--- config.mk ---
export PLATFORM = sky130hd
export DESIGN_NAME = aem_monitor
export DESIGN_NICKNAME = d
export VERILOG_FILES = /design/src/rtl/aem_pkg.sv /design/src/rtl/aem_timer.sv /design/src/rtl/aem_fw_slot.sv /design/src/rtl/aem_prio.sv /design/src/rtl/aem_log_fifo.sv /design/src/rtl/aem_monitor.sv
export SDC_FILE = /design/constraint.sdc
export NUM_CORES = 1
export LEC_CHECK = 0
export ABC_CLOCK_PERIOD_IN_PS = 4640
export BUFFER_PORTS_ARGS = -buffer_cell sky130_fd_sc_hd__buf_2
export CAP_MARGIN = 20
export CORE_MARGIN = 4
export CORE_UTILIZATION = 55
export DETAILED_ROUTE_END_ITERATION = 8
export GPL_TIMING_DRIVEN = 0
export PLACE_DENSITY_LB_ADDON = 0.25
export RECOVER_POWER = 100
export SKIP_LAST_GASP = 1
export SYNTH_ARGS = -nofsm -noshare
export SYNTH_HDL_FRONTEND = slang
export SYNTH_SLANG_ARGS = --single-unit
--- constraint.sdc ---
create_clock -name clk -period 4.64 [get_ports clk]
set_input_delay 0.232 -clock clk [delete_from_list [all_inputs] [get_ports clk]]
set_output_delay 0.232 -clock clk [all_outputs]
set_load 0.01 [all_outputs]
--- src/rtl/aem_pkg.sv ---
package aem_pkg;
   localparam int unsigned RA_SUMMARY  = 0;
   localparam int unsigned RA_TIMER    = 1;
   localparam int unsigned RA_STATUS   = 2;
   localparam int unsigned RA_CNT_BASE = 4;
   localparam int unsigned RD_W        = 32;
   localparam int unsigned STAT_CNT_LSB = 8;
endpackage

--- src/rtl/aem_timer.sv ---
module aem_timer #(
   parameter int unsigned TS_W = 32
) (
   input  logic            clk,
   input  logic            rst_n,
   output logic [TS_W-1:0] ts_o
);
   always_ff @(posedge clk or negedge rst_n) begin
      if (!rst_n) ts_o <= '0;
      else        ts_o <= ts_o + 1'b1;
   end
endmodule

--- src/rtl/aem_fw_slot.sv ---
module aem_fw_slot #(
   parameter int unsigned CNT_W = 8,
   parameter int unsigned TS_W  = 32
) (
   input  logic             clk,
   input  logic             rst_n,
   input  logic             atk_i,
   input  logic             clr_i,
   input  logic [TS_W-1:0]  ts_i,
   input  logic             grant_i,
   output logic             pend_o,
   output logic [CNT_W-1:0] cnt_o,
   output logic             stg_v_o,
   output logic [TS_W-1:0]  stg_ts_o,
   output logic             drop_o
);
   logic load;

   assign load   = atk_i && (!stg_v_o || grant_i);
   assign drop_o = atk_i && stg_v_o && !grant_i;

   always_ff @(posedge clk or negedge rst_n) begin
      if (!rst_n) begin
         pend_o <= 1'b0;
      end else if (atk_i) begin
         pend_o <= 1'b1;
      end else if (clr_i) begin
         pend_o <= 1'b0;
      end
   end

   always_ff @(posedge clk or negedge rst_n) begin
      if (!rst_n) begin
         cnt_o <= '0;
      end else if (atk_i && (cnt_o != {CNT_W{1'b1}})) begin
         cnt_o <= cnt_o + 1'b1;
      end
   end

   always_ff @(posedge clk or negedge rst_n) begin
      if (!rst_n) begin
         stg_v_o  <= 1'b0;
         stg_ts_o <= '0;
      end else if (load) begin
         stg_v_o  <= 1'b1;
         stg_ts_o <= ts_i;
      end else if (grant_i) begin
         stg_v_o  <= 1'b0;
      end
   end
endmodule

--- src/rtl/aem_prio.sv ---
module aem_prio #(
   parameter int unsigned N     = 4,
   parameter int unsigned IDX_W = 2
) (
   input  logic [N-1:0]     req_i,
   output logic             any_o,
   output logic [IDX_W-1:0] idx_o
);
   assign any_o = |req_i;

   always_comb begin
      idx_o = '0;
      for (int i = N - 1; i >= 0; i--) begin
         if (req_i[i]) idx_o = IDX_W'(i);
      end
   end
endmodule

--- src/rtl/aem_log_fifo.sv ---
module aem_log_fifo #(
   parameter int unsigned DEPTH = 16,
   parameter int unsigned DW    = 34,
   parameter int unsigned CW    = 5
) (
   input  logic          clk,
   input  logic          rst_n,
   input  logic          push_i,
   input  logic [DW-1:0] din_i,
   input  logic          pop_i,
   output logic          valid_o,
   output logic [DW-1:0] dout_o,
   output logic          full_o,
   output logic [CW-1:0] count_o
);
   localparam int unsigned PW = (DEPTH > 1) ? $clog2(DEPTH) : 1;

   logic [DW-1:0] mem [DEPTH];
   logic [PW-1:0] wr_ptr, rd_ptr;
   logic          push_ok, pop_ok;

   assign full_o  = (count_o == CW'(DEPTH));
   assign valid_o = (count_o != '0);
   assign push_ok = push_i && !full_o;
   assign pop_ok  = pop_i && valid_o;
   assign dout_o  = mem[rd_ptr];

   always_ff @(posedge clk) begin
      if (push_ok) mem[wr_ptr] <= din_i;
   end

   always_ff @(posedge clk or negedge rst_n) begin
      if (!rst_n) begin
         wr_ptr  <= '0;
         rd_ptr  <= '0;
         count_o <= '0;
      end else begin
         if (push_ok) wr_ptr <= wr_ptr + 1'b1;
         if (pop_ok)  rd_ptr <= rd_ptr + 1'b1;
         case ({push_ok, pop_ok})
            2'b10:   count_o <= count_o + 1'b1;
            2'b01:   count_o <= count_o - 1'b1;
            default: count_o <= count_o;
         endcase
      end
   end
endmodule

--- src/rtl/aem_monitor.sv ---
module aem_monitor #(
   parameter int unsigned NUM_FW    = 4,
   parameter int unsigned CNT_W     = 8,
   parameter int unsigned TS_W      = 32,
   parameter int unsigned LOG_DEPTH = 16,
   localparam int unsigned IDX_W    = (NUM_FW > 1) ? $clog2(NUM_FW) : 1,
   localparam int unsigned AW       = $clog2(aem_pkg::RA_CNT_BASE + NUM_FW)
) (
   input  logic              clk,
   input  logic              rst_n,
   input  logic [NUM_FW-1:0] atk_i,
   input  logic              irq_en_i,
   output logic              irq_o,
   output logic              svc_valid_o,
   output logic [IDX_W-1:0]  svc_idx_o,
   input  logic              clr_we_i,
   input  logic [NUM_FW-1:0] clr_mask_i,
   input  logic [AW-1:0]     rd_addr_i,
   output logic [31:0]       rd_data_o,
   output logic              log_valid_o,
   output logic [IDX_W-1:0]  log_idx_o,
   output logic [TS_W-1:0]   log_ts_o,
   input  logic              log_pop_i,
   input  logic              ovf_clr_i
);
   import aem_pkg::*;

   localparam int unsigned LOG_DW = IDX_W + TS_W;
   localparam int unsigned LCNT_W = $clog2(LOG_DEPTH + 1);

   if (NUM_FW < 1 || NUM_FW > 32) begin : g_bad_nfw
      $error("NUM_FW must be within 1..32");
   end
   if (TS_W < 1 || TS_W > RD_W) begin : g_bad_tsw
      $error("TS_W must be within 1..32");
   end
   if (CNT_W < 1 || CNT_W > RD_W) begin : g_bad_cntw
      $error("CNT_W must be within 1..32");
   end
   if (LOG_DEPTH < 2 || (LOG_DEPTH & (LOG_DEPTH - 1)) != 0 || LCNT_W > 24) begin : g_bad_depth
      $error("LOG_DEPTH must be a power of two of reasonable size");
   end

   logic [TS_W-1:0]   ts;
   logic [NUM_FW-1:0] pend, stg_v, drop, grant;
   logic [TS_W-1:0]   stg_ts  [NUM_FW];
   logic [CNT_W-1:0]  cnt_arr [NUM_FW];
   logic              push_req, log_full, ovf_q;
   logic [IDX_W-1:0]  arb_idx;
   logic [LOG_DW-1:0] log_din, log_dout;
   logic [LCNT_W-1:0] log_cnt;
   logic [31:0]       rd_nx;

   aem_timer #(.TS_W(TS_W)) u_timer (
      .clk(clk), .rst_n(rst_n), .ts_o(ts)
   );

   for (genvar g = 0; g < NUM_FW; g++) begin : g_slot
      assign grant[g] = push_req && (arb_idx == IDX_W'(g));
      aem_fw_slot #(.CNT_W(CNT_W), .TS_W(TS_W)) u_slot (
         .clk     (clk),
         .rst_n   (rst_n),
         .atk_i   (atk_i[g]),
         .clr_i   (clr_we_i && clr_mask_i[g]),
         .ts_i    (ts),
         .grant_i (grant[g]),
         .pend_o  (pend[g]),
         .cnt_o   (cnt_arr[g]),
         .stg_v_o (stg_v[g]),
         .stg_ts_o(stg_ts[g]),
         .drop_o  (drop[g])
      );
   end

   aem_prio #(.N(NUM_FW), .IDX_W(IDX_W)) u_svc (
      .req_i(pend), .any_o(svc_valid_o), .idx_o(svc_idx_o)
   );

   aem_prio #(.N(NUM_FW), .IDX_W(IDX_W)) u_arb (
      .req_i(stg_v), .any_o(push_req), .idx_o(arb_idx)
   );

   assign log_din = {arb_idx, stg_ts[arb_idx]};

   aem_log_fifo #(.DEPTH(LOG_DEPTH), .DW(LOG_DW), .CW(LCNT_W)) u_log (
      .clk    (clk),
      .rst_n  (rst_n),
      .push_i (push_req),
      .din_i  (log_din),
      .pop_i  (log_pop_i),
      .valid_o(log_valid_o),
      .dout_o (log_dout),
      .full_o (log_full),
      .count_o(log_cnt)
   );

   assign log_idx_o = log_dout[LOG_DW-1 -: IDX_W];
   assign log_ts_o  = log_dout[TS_W-1:0];

   always_ff @(posedge clk or negedge rst_n) begin
      if (!rst_n) begin
         ovf_q <= 1'b0;
      end else if ((|drop) || (push_req && log_full)) begin
         ovf_q <= 1'b1;
      end else if (ovf_clr_i) begin
         ovf_q <= 1'b0;
      end
   end

   assign irq_o = irq_en_i && (|pend);

   always_comb begin
      rd_nx = '0;
      if (rd_addr_i == AW'(RA_SUMMARY)) rd_nx[NUM_FW-1:0] = pend;
      if (rd_addr_i == AW'(RA_TIMER))   rd_nx[TS_W-1:0]   = ts;
      if (rd_addr_i == AW'(RA_STATUS)) begin
         rd_nx[0] = ovf_q;
         rd_nx[STAT_CNT_LSB +: LCNT_W] = log_cnt;
      end
      for (int i = 0; i < NUM_FW; i++) begin
         if (rd_addr_i == AW'(RA_CNT_BASE + i)) rd_nx[CNT_W-1:0] = cnt_arr[i];
      end
   end

   always_ff @(posedge clk or negedge rst_n) begin
      if (!rst_n) rd_data_o <= '0;
      else        rd_data_o <= rd_nx;
   end
endmodule

Word-level counts from Yosys, hierarchy flattened
Memory sizes are Yosys's and may differ from the RTL's.
Index checks and enable logic that the tools add are counted.

storage, ports and cells
  flip-flop bits (word level) = 246
  memory bits (writable) = 544
  output and inout port bits = 71
  word-level logic and storage cells = 148
  memories = 1

memory list
  memory     depth  width  read ports  clocked after memory_dff  wr ports  RTL line            text
  u_log.mem  16     34     1           0                         1         aem_log_fifo.sv:18  logic [DW-1:0] mem [DEPTH];

cells by class
  add/sub/neg operators = 9
  $lt $le $gt $ge = 1
  equality and inequality tests = 16
  multiplexer cells = 40
  bitwise logic cells = 1
  reduce and logical (&&, ||, !) cells = 58

operators by type and width
  kind                   number
  $mux 32                3
  $bmux 32 s2            1
  $add 32x1->32 const B  1
  $add 8x1->8 const B    4
  $mux 8                 4
  $ne 8x8->1 const B     4
  $logic_and 1x1->1      28
  $mux 1                 21
  $reduce_bool 2->1      10
  $mux 2                 8
  $eq 3x3->1 const B     4
  $reduce_or 4->1        3
  $pmux 5 s2             1
  $logic_not 1->1        9
  $add 4x1->4 const B    2
  $eq 2x2->1 const B     3
  $add 5x1->5 const B    1
  $eq 5x5->1 const B     1
  $logic_or 1x1->1       5
  $mux 5                 1
  $reduce_bool 5->1      1
  $sub 5x1->5 const B    1
  $eq 2x1->1 const B     2
  $mux 4                 1
  6 further kinds        6

Logic depth before layout (Yosys ltp)
Gate-level depths: netlist (run 1).

  word-level depth = 11
  mapped depth = 14

Hierarchy
A second synthesis (run 1) with hierarchy kept.

unflattened totals
  cell total of the unflattened synthesis = 1850
  area total of the unflattened synthesis = 32832.7 um^2

modules (own cells, without submodules)
  module        times used  cells an instance  area each (um^2)
  aem_log_fifo  1           1065               21630.7
  aem_fw_slot   4           117                1829.3
  aem_monitor   1           176                2336.0
  aem_timer     1           127                1478.9
  aem_prio      2           7                  35.0

Worst setup path before layout (run 1)
OpenSTA, ideal clock, no wires.

  path type = register to register
  start point = reg g_slot[0].u_slot.stg_v_o
  end point = mem u_log.mem[3][0] (enable)
  arrival = 3.689 ns
  required time = 4.173 ns
  slack = 0.483 ns
  cell stages (with the launch flop) = 8
  path buffers = 3
  cells stage by stage = dfrtp_1 clkbuf_1 or2_1 buf_2 o31a_1 clkbuf_1 nand2_1 nor3_1

between the ends
  cells in the longest elaborated chain, start to end = 4

ends and longest elaborated chain
  what                          RTL line            text
  from (decl)                   aem_fw_slot.sv:13   output logic stg_v_o,
  from (signal assigned)        aem_fw_slot.sv:42   stg_v_o <= 1'b0;
  from (signal assigned)        aem_fw_slot.sv:45   stg_v_o <= 1'b1;
  from (signal assigned)        aem_fw_slot.sv:48   stg_v_o <= 1'b0;
  $reduce_or 4->1               aem_prio.sv:9       assign any_o = |req_i;
  $logic_and 1x1->1             aem_log_fifo.sv:24  assign push_ok = push_i && !full_o;
  $mux 1                        aem_log_fifo.sv:29  if (push_ok) mem[wr_ptr] <= din_i;
  $mux 1 (not written as such)  aem_log_fifo.sv:29
  to (decl)                     aem_log_fifo.sv:18

No other way between the ends.

Final worst setup path (run 1)
  start point = reg g_slot[0].u_slot.stg_v_o
  end point = mem u_log.mem[15][8] (enable)

The elaborated chain is that of the path after synthesis.

==> results of run 1 <==
## worst reg2reg max path, stage by stage, from the launching register on
cell,delay (ns)
dfrtp_1,0.32
clkbuf_1,0.27
or2_1,0.15
clkbuf_1,0.25
o31a_1,0.22
clkbuf_1,0.34
nand2_1,0.28
nor2_4,0.62
clkbuf_1,1.11
## layout make-up
class                      count  area share [%]
clock inverter                39            1.23
clock buffer                 108            6.08
timing repair buffer         125            2.32
buffer                       111            1.22
sequential                   790            63.4
tap                          748            2.64
inverter                      20           0.212
multi-input combinational    836            22.9
## stage by stage
| step | TNS (ns) | instance area, um^2 | setup WS, ns | cells | utilization, % |
|---|---|---|---|---|---|
| 2_1_floorplan | 0 | 31200 | 0.483 | 1757 | - |
| 3_3_place_gp | -639.85 | 32500 | -2.21 | 2587 | 58.4 |
| 3_5_place_dp | 0 | 33100 | 0.996 | 2614 | 59.5 |
| 4_1_cts | 0 | 35800 | 0.973 | 2776 | 64.4 |
| 5_1_grt | 0 | 35500 | 0.415 | 2777 | 63.8 |
| 6_report | 0 | 35500 | 0.667 | 2777 | 63.8 |
## power groups by stage
stage	sequential, uW	combinational [uW]	clock (uW)
detailed placement	9270	5710	0
floorplan	9180	3570	0
finish	9150	5460	6350
global route	9250	5950	6780
global placement	9310	5300	0
CTS	9140	5760	6450
## cells in the final DEF, fill, tap and decap left out, drive strengths merged, types with 19 or more instances in the layout
cell and instances:
nand4 19, buf 46, and2 25, xnor2 41
nand2 149, o21ai 19, edfxtp 544, a222oi 32
nand3 27, dfrtp 246, a22oi 78, clkbuf 283
inv 24, nor2 47, mux2 131, clkinv 27
mux4 137
## flip-flops by register name (all words and copies together) (netlist names)
name,count
u_log.rd_ptr,4
u_log.mem,544
u_timer.ts_o,32
rd_data_o,32
u_log.wr_ptr,4
ovf_q,1
u_log.count_o,5
g_slot.u_slot.stg_ts_o,128
g_slot.u_slot.stg_v_o,4
g_slot.u_slot.pend_o,4
g_slot.u_slot.cnt_o,32
## path summary, 6_finish.rpt
path | slack, ns | endpoint | startpoint | depth (start not counted)
max in group asynchronous | 1.97 | u_log.wr_ptr[0] | rst_n | 4
max reg2reg | 0.67 | u_log.mem[15][8] | g_slot[0].u_slot.stg_v_o | 8
max | 0.67 | u_log.mem[15][8] | g_slot[0].u_slot.stg_v_o | 8
min in group asynchronous | 0.84 | g_slot[2].u_slot.stg_ts_o[25] | rst_n | 2
min reg2reg | 0.49 | g_slot[3].u_slot.stg_ts_o[24] | g_slot[3].u_slot.stg_ts_o[24] | 1
min | 0.1 | g_slot[2].u_slot.pend_o | atk_i[2] | 2
## cells in the mapped netlist, types with 2 or more instances
cell type / n
a21o_1: 6
a21oi_1: 17
a221oi_1: 2
a222oi_1: 32
a22oi_1: 78
a31oi_1: 3
and2_1: 25
and3_1: 12
buf_1: 5
buf_2: 22
buf_6: 2
clkbuf_1: 81
dfrtp_1: 246
edfxtp_1: 544
ha_1: 14
inv_1: 19
mux2_1: 15
mux2_2: 109
mux2_4: 7
mux2i_1: 10
mux4_2: 137
nand2_1: 149
nand2b_1: 6
nand3_1: 27
nand4_1: 19
nor2_1: 47
nor2b_1: 6
nor3_1: 9
nor4_1: 2
o21ai_0: 18
o22ai_1: 8
o31ai_1: 4
or2_2: 2
xnor2_1: 41
xor2_1: 17
## per-layer routing
layer	vias to the layer above	share of wire [%]	global-route usage (%)
li1	7269	-	-
met1	8846	41	32.7
met2	609	50	39.3
met3	90	6.8	4.12
met4	0	1.6	5.24
met5	-	0	0
## cells by family after synthesis
group	share of synthesized area [%]
adder cells (fa/ha/maj)	0.627
multiplexers	15.0
XOR/XNOR	1.63
buffers and inverters	1.72
flip-flops	72.2
AND/OR/NAND/NOR	4.55
AO/OA/AOI/OAI	4.23
## what timing repair did
item | in CTS | in global routing
gates resized for setup | 0 | 0
hold endpoints to repair | 144 | 0
hold buffers | 15 | 0
==> results.toml, run 1 <==
[timing]
worst_pin_slew_ns = 2.27
holdWs_ns = 0.0980
period_minus_slack_ns = 3.97
finalClockSkew_ns = 0.0301
max_freq_ghz = 0.252
drv_slew = 110
hold_viol = 0
setup_viol_count_final = 0
rsz0062_at_grt = "no"
maxSlewHeadroom_pct = -51.5
post-route-period-util_pct = 85.6

[layout]
multi_input_area_mm2 = 0.00811
area_delta_synth_final_pct = 13.8
seq_area_mm2 = 0.0225
nets = 1995
drive_gt1_share_pct = 20.4
nFillCells = 3875
num_antenna_cells = 0

[floorplanning]
ioPinCount = 88
dieHeight_um = 246
fp.dieW_um = 246
design.core.area_mm2 = 0.0556
num_rows = 86
start_util_pct = 56.0
dieArea_mm2 = 0.0605

[job]
maxCapViolCount = 7

[cts]
cts_sinks = 790
post-cts-setup-buffers = 0
cts_made_buffers = 79
cts_root_buffer = "clkbuf_16"
clk_pin_slew_ns = 0.06
htree_levels = 3
clock_latency_ns = 0.63
clock_path_buffers = 3
cts_tree = "yes"

[placed_design]
io_buffers = 82
gp_congestion = 0.795
hpwl_mm = 43.8

[pwr]
power.share.switching_pct = 30.0
ir_worst_vdd_mv = 0.316
finalPower_uw = 21000
leakagePower_uw = 0.0132
clkPwrFrac_pct = 30.3
seq_power_share_pct = 43.7
comb_power_share_pct = 26.0
p_switching_uw = 6290
intPower_uw = 14700
p_per_area_mw_per_mm2 = 591

[route]
antenna_left = 0
wl_mm = 68.4
dr.pass1.iters = 5
drtIter0Drc = 1632
wl_per_cell_um = 24.6
drc_errors = 0
via_per_inst = 6.05
via_count = 16800

[synthesis]
synth_cells = 1757
yosysTopAreaCellShare_pct = 52.4
synth_seq_cells = 790
syn_area_mm2 = 0.0312
seq_area_frac_synth_pct = 72.2
ys.flop_type = "edfxtp_1"
synth-async-reset-ratio_pct = 31.1
syn-num-nets = 1789
yosys_warnings = 0
yosysUniqueCellTypes = 51
syn_area_per_cell_um2 = 17.7
synth_edf_count = 544
yosys-top-cells-area = "edfxtp_1 52%, dfrtp_1 20%, mux4_2 9.9%"
yosys.area.top_type = "edfxtp_1"

[setup_path]
end_kind = "flip-flop"
critPathBufInv = 4
worstPathCellList = "clkbuf_1, or2_1, clkbuf_1, o31a_1, clkbuf_1, nand2_1, nor2_4, clkbuf_1"
crit_slowest_cell = "clkbuf_1"
cp-start-kind = "flip-flop"
cp.arrival_ns = 4.18
cp_top_family = "buffers and inverters"
cp_max_fo = 18
crit_required_ns = 4.85
crit_path_frequent_cell = "clkbuf_1"
path_class = "reg -> reg"
slowest_delay_ns = 1.10

[global_route]
grt_usage_pct = 23.4
grt_max_degree = 111
antenna_found_initial = 0
grt_pass1_wl_mm = 107
grt_pass1_vias = 17500
overflow = 0

[outcome]
status = "finished with violations"
violations = "max-capacitance violations, max-slew violations"

[hold_path]
hp-class = "in -> reg"
Power figures use the tool's default switching activity.
==> run 2: changes to the inputs <==
- CORE_UTILIZATION: 55 -> 40
==> run 2 against run 1 <==
Net effect:
- the run still ends with max-capacitance violations, max-slew violations left
- maximum frequency is 1.7% higher
- critical path type unchanged
- first-iteration DRC count up 0.12%
- sequential share of layout area is 0.98 points lower
- count of clock-buffer cells in the layout fell by 1
- final cell count increased by 11%
- critical endpoint is now u_log.mem[12][25]
- largest power group unchanged
- register-to-register slack gained 0.07 ns
- final area up 1.6%
- clock power is 3% higher
- clock skew is 0.00090 ns higher
- non-clock buffer count increased by 3
- setup slack better by 0.066 ns
- combinational power grew 2%
==> results.toml, run 2 (synthesized netlist as in run 1, its figures left out) <==
[placed_design]
pre_cts_slack_ns = 1.14
gp_congestion = 0.754
hpwl_mm = 47.1
io_buffers = 82

[pwr]
leakagePower_uw = 0.0133
ir_worst_vdd_mv = 0.286
p_per_area_mw_per_mm2 = 589

[floorplanning]
ioPinCount = 88
num_rows = 102
design.core.area_mm2 = 0.0773
dieArea_mm2 = 0.0824
fp.dieW_um = 287
dieHeight_um = 287
start_util_pct = 40.3

[setup_path]
cp.arrival_ns = 4.15
worst-r2r-setup-slack_ns = 0.73
cp-start-kind = "flip-flop"
crit_slowest_cell = "nor2_2"
slowest_delay_ns = 0.98
path_class = "reg -> reg"
cp_max_fo = 18
crit_path_frequent_cell = "clkbuf_1"
worstPathCellList = "clkbuf_1, or2_0, clkbuf_1, o31a_1, clkbuf_1, nand2_1, nor2_2, clkbuf_2"
crit_required_ns = 4.88
end_kind = "flip-flop"

[layout]
nFillCells = 6656
area_delta_synth_final_pct = 15.6
seq_area_mm2 = 0.0225
layout_common_cells = "544 x edfxtp_1, 246 x dfrtp_1, 184 x clkbuf_1, 149 x nand2_1, 137 x mux4_2"
drive_gt1_share_pct = 21.5
final_common_cell = "edfxtp_1"
largest_reg_flops = 544
num_antenna_cells = 0
largest-register = "u_log.mem"
nets = 2002
top_regs = "u_log.mem (544), g_slot.u_slot.stg_ts_o (128)"
multi_input_area_mm2 = 0.00814

[route]
antenna_left = 0
drtIter0Drc = 1634
via_per_inst = 5.39
wl_per_cell_um = 23.2
wl_mm = 71.4
via_count = 16600
dr.pass1.iters = 6
drc_errors = 0

[outcome]
status = "finished with violations"
violations = "max-capacitance violations, max-slew violations"

[cts]
clk_pin_slew_ns = 0.06
cts_resized = 0
cts_sinks = 790
cts_made_buffers = 83
cts_root_buffer = "clkbuf_16"
cts_tree = "yes"
clock_latency_ns = 0.63
postCtsHoldBufs = 15
htree_levels = 3
post-cts-setup-buffers = 0
clock_path_buffers = 3

[global_route]
grt_max_degree = 128
antenna_found_initial = 1
grt_pass1_vias = 17100
grt_pass1_wl_mm = 108
overflow = 0
grt_usage_pct = 17.5

[timing]
max_freq_ghz = 0.256
drv_slew = 130
post-route-period-util_pct = 84.2
worst_pin_slew_ns = 3.01
setup_viol_count_final = 0
finalClockSkew_ns = 0.0310
hold_viol = 0
holdWs_ns = 0.104
finalWorstSetupSlack_ns = 0.733
period_minus_slack_ns = 3.91
maxSlewHeadroom_pct = -100
rsz0062_at_grt = "no"

[job]
maxCapViolCount = 3

[hold_path]
hp-class = "in -> reg"
==> run 2: cell types whose count changed in the layout (fill, tap and decap cells not counted), sizes merged <==
cell      delta
buf          +7
clkbuf       -5
clkinv       +5
inv          -5
clkinvlp     +4
bufinv       -1
==> run 2: area by class of cell <==
type / instances / share of cell area [%]
Multi-Input combinational cell: 836 / 22.6
Tap cell: 1040 / 3.61
Clock buffer: 107 / 6.30
Clock inverter: 42 / 1.20
Inverter: 20 / 0.208
Sequential cell: 790 / 62.4
Buffer: 111 / 1.20
Timing Repair Buffer: 128 / 2.43
==> run 2: report_power, final <==
group          total (uW)  switching (uW)  internal [uW]
clock                6520            2670           3850
sequential           9130             402           8730
combinational        5570            3340           2240
==> run 2: worst max-delay path, delay by kind of cell (launching register included) <==
family / cells / cell delay, ns
flops: 1 / 0.33
simple gates: 3 / 1.41
compound gates: 1 / 0.19
buf+inv: 4 / 1.59
==> run 2: stage by stage <==
stage                     util (%)  power (uW)  TNS, ns  area (um^2)  std cells
after floorplan                  -       12800        0        31200       1757
after global placement        42.5       14800  -828.04        32900       2879
after detailed placement      43.2       15100        0        33400       2908
after CTS                     46.9       21700        0        36300       3072
after global routing          46.6       22300        0        36000       3074
final                         46.6       21200        0        36000       3074
==> run 2: worst paths after layout <==
check	start	end	depth (start not counted)
max	g_slot[0].u_slot.stg_v_o	u_log.mem[12][25]	8
min	atk_i[2]	g_slot[2].u_slot.pend_o	2
max reg2reg	g_slot[0].u_slot.stg_v_o	u_log.mem[12][25]	8
min reg2reg	g_slot[2].u_slot.stg_ts_o[4]	g_slot[2].u_slot.stg_ts_o[4]	2
max in group asynchronous	rst_n	g_slot[2].u_slot.cnt_o[5]	2
min in group asynchronous	rst_n	rd_data_o[28]	2
==> run 2: layer usage <==
layer	up-vias	wire length (um)	track usage, %
li1	7293	-	-
met1	8772	31000	24.1
met2	418	35700	29.4
met3	94	3310	2.74
met4	0	1460	4.32
met5	-	0	0
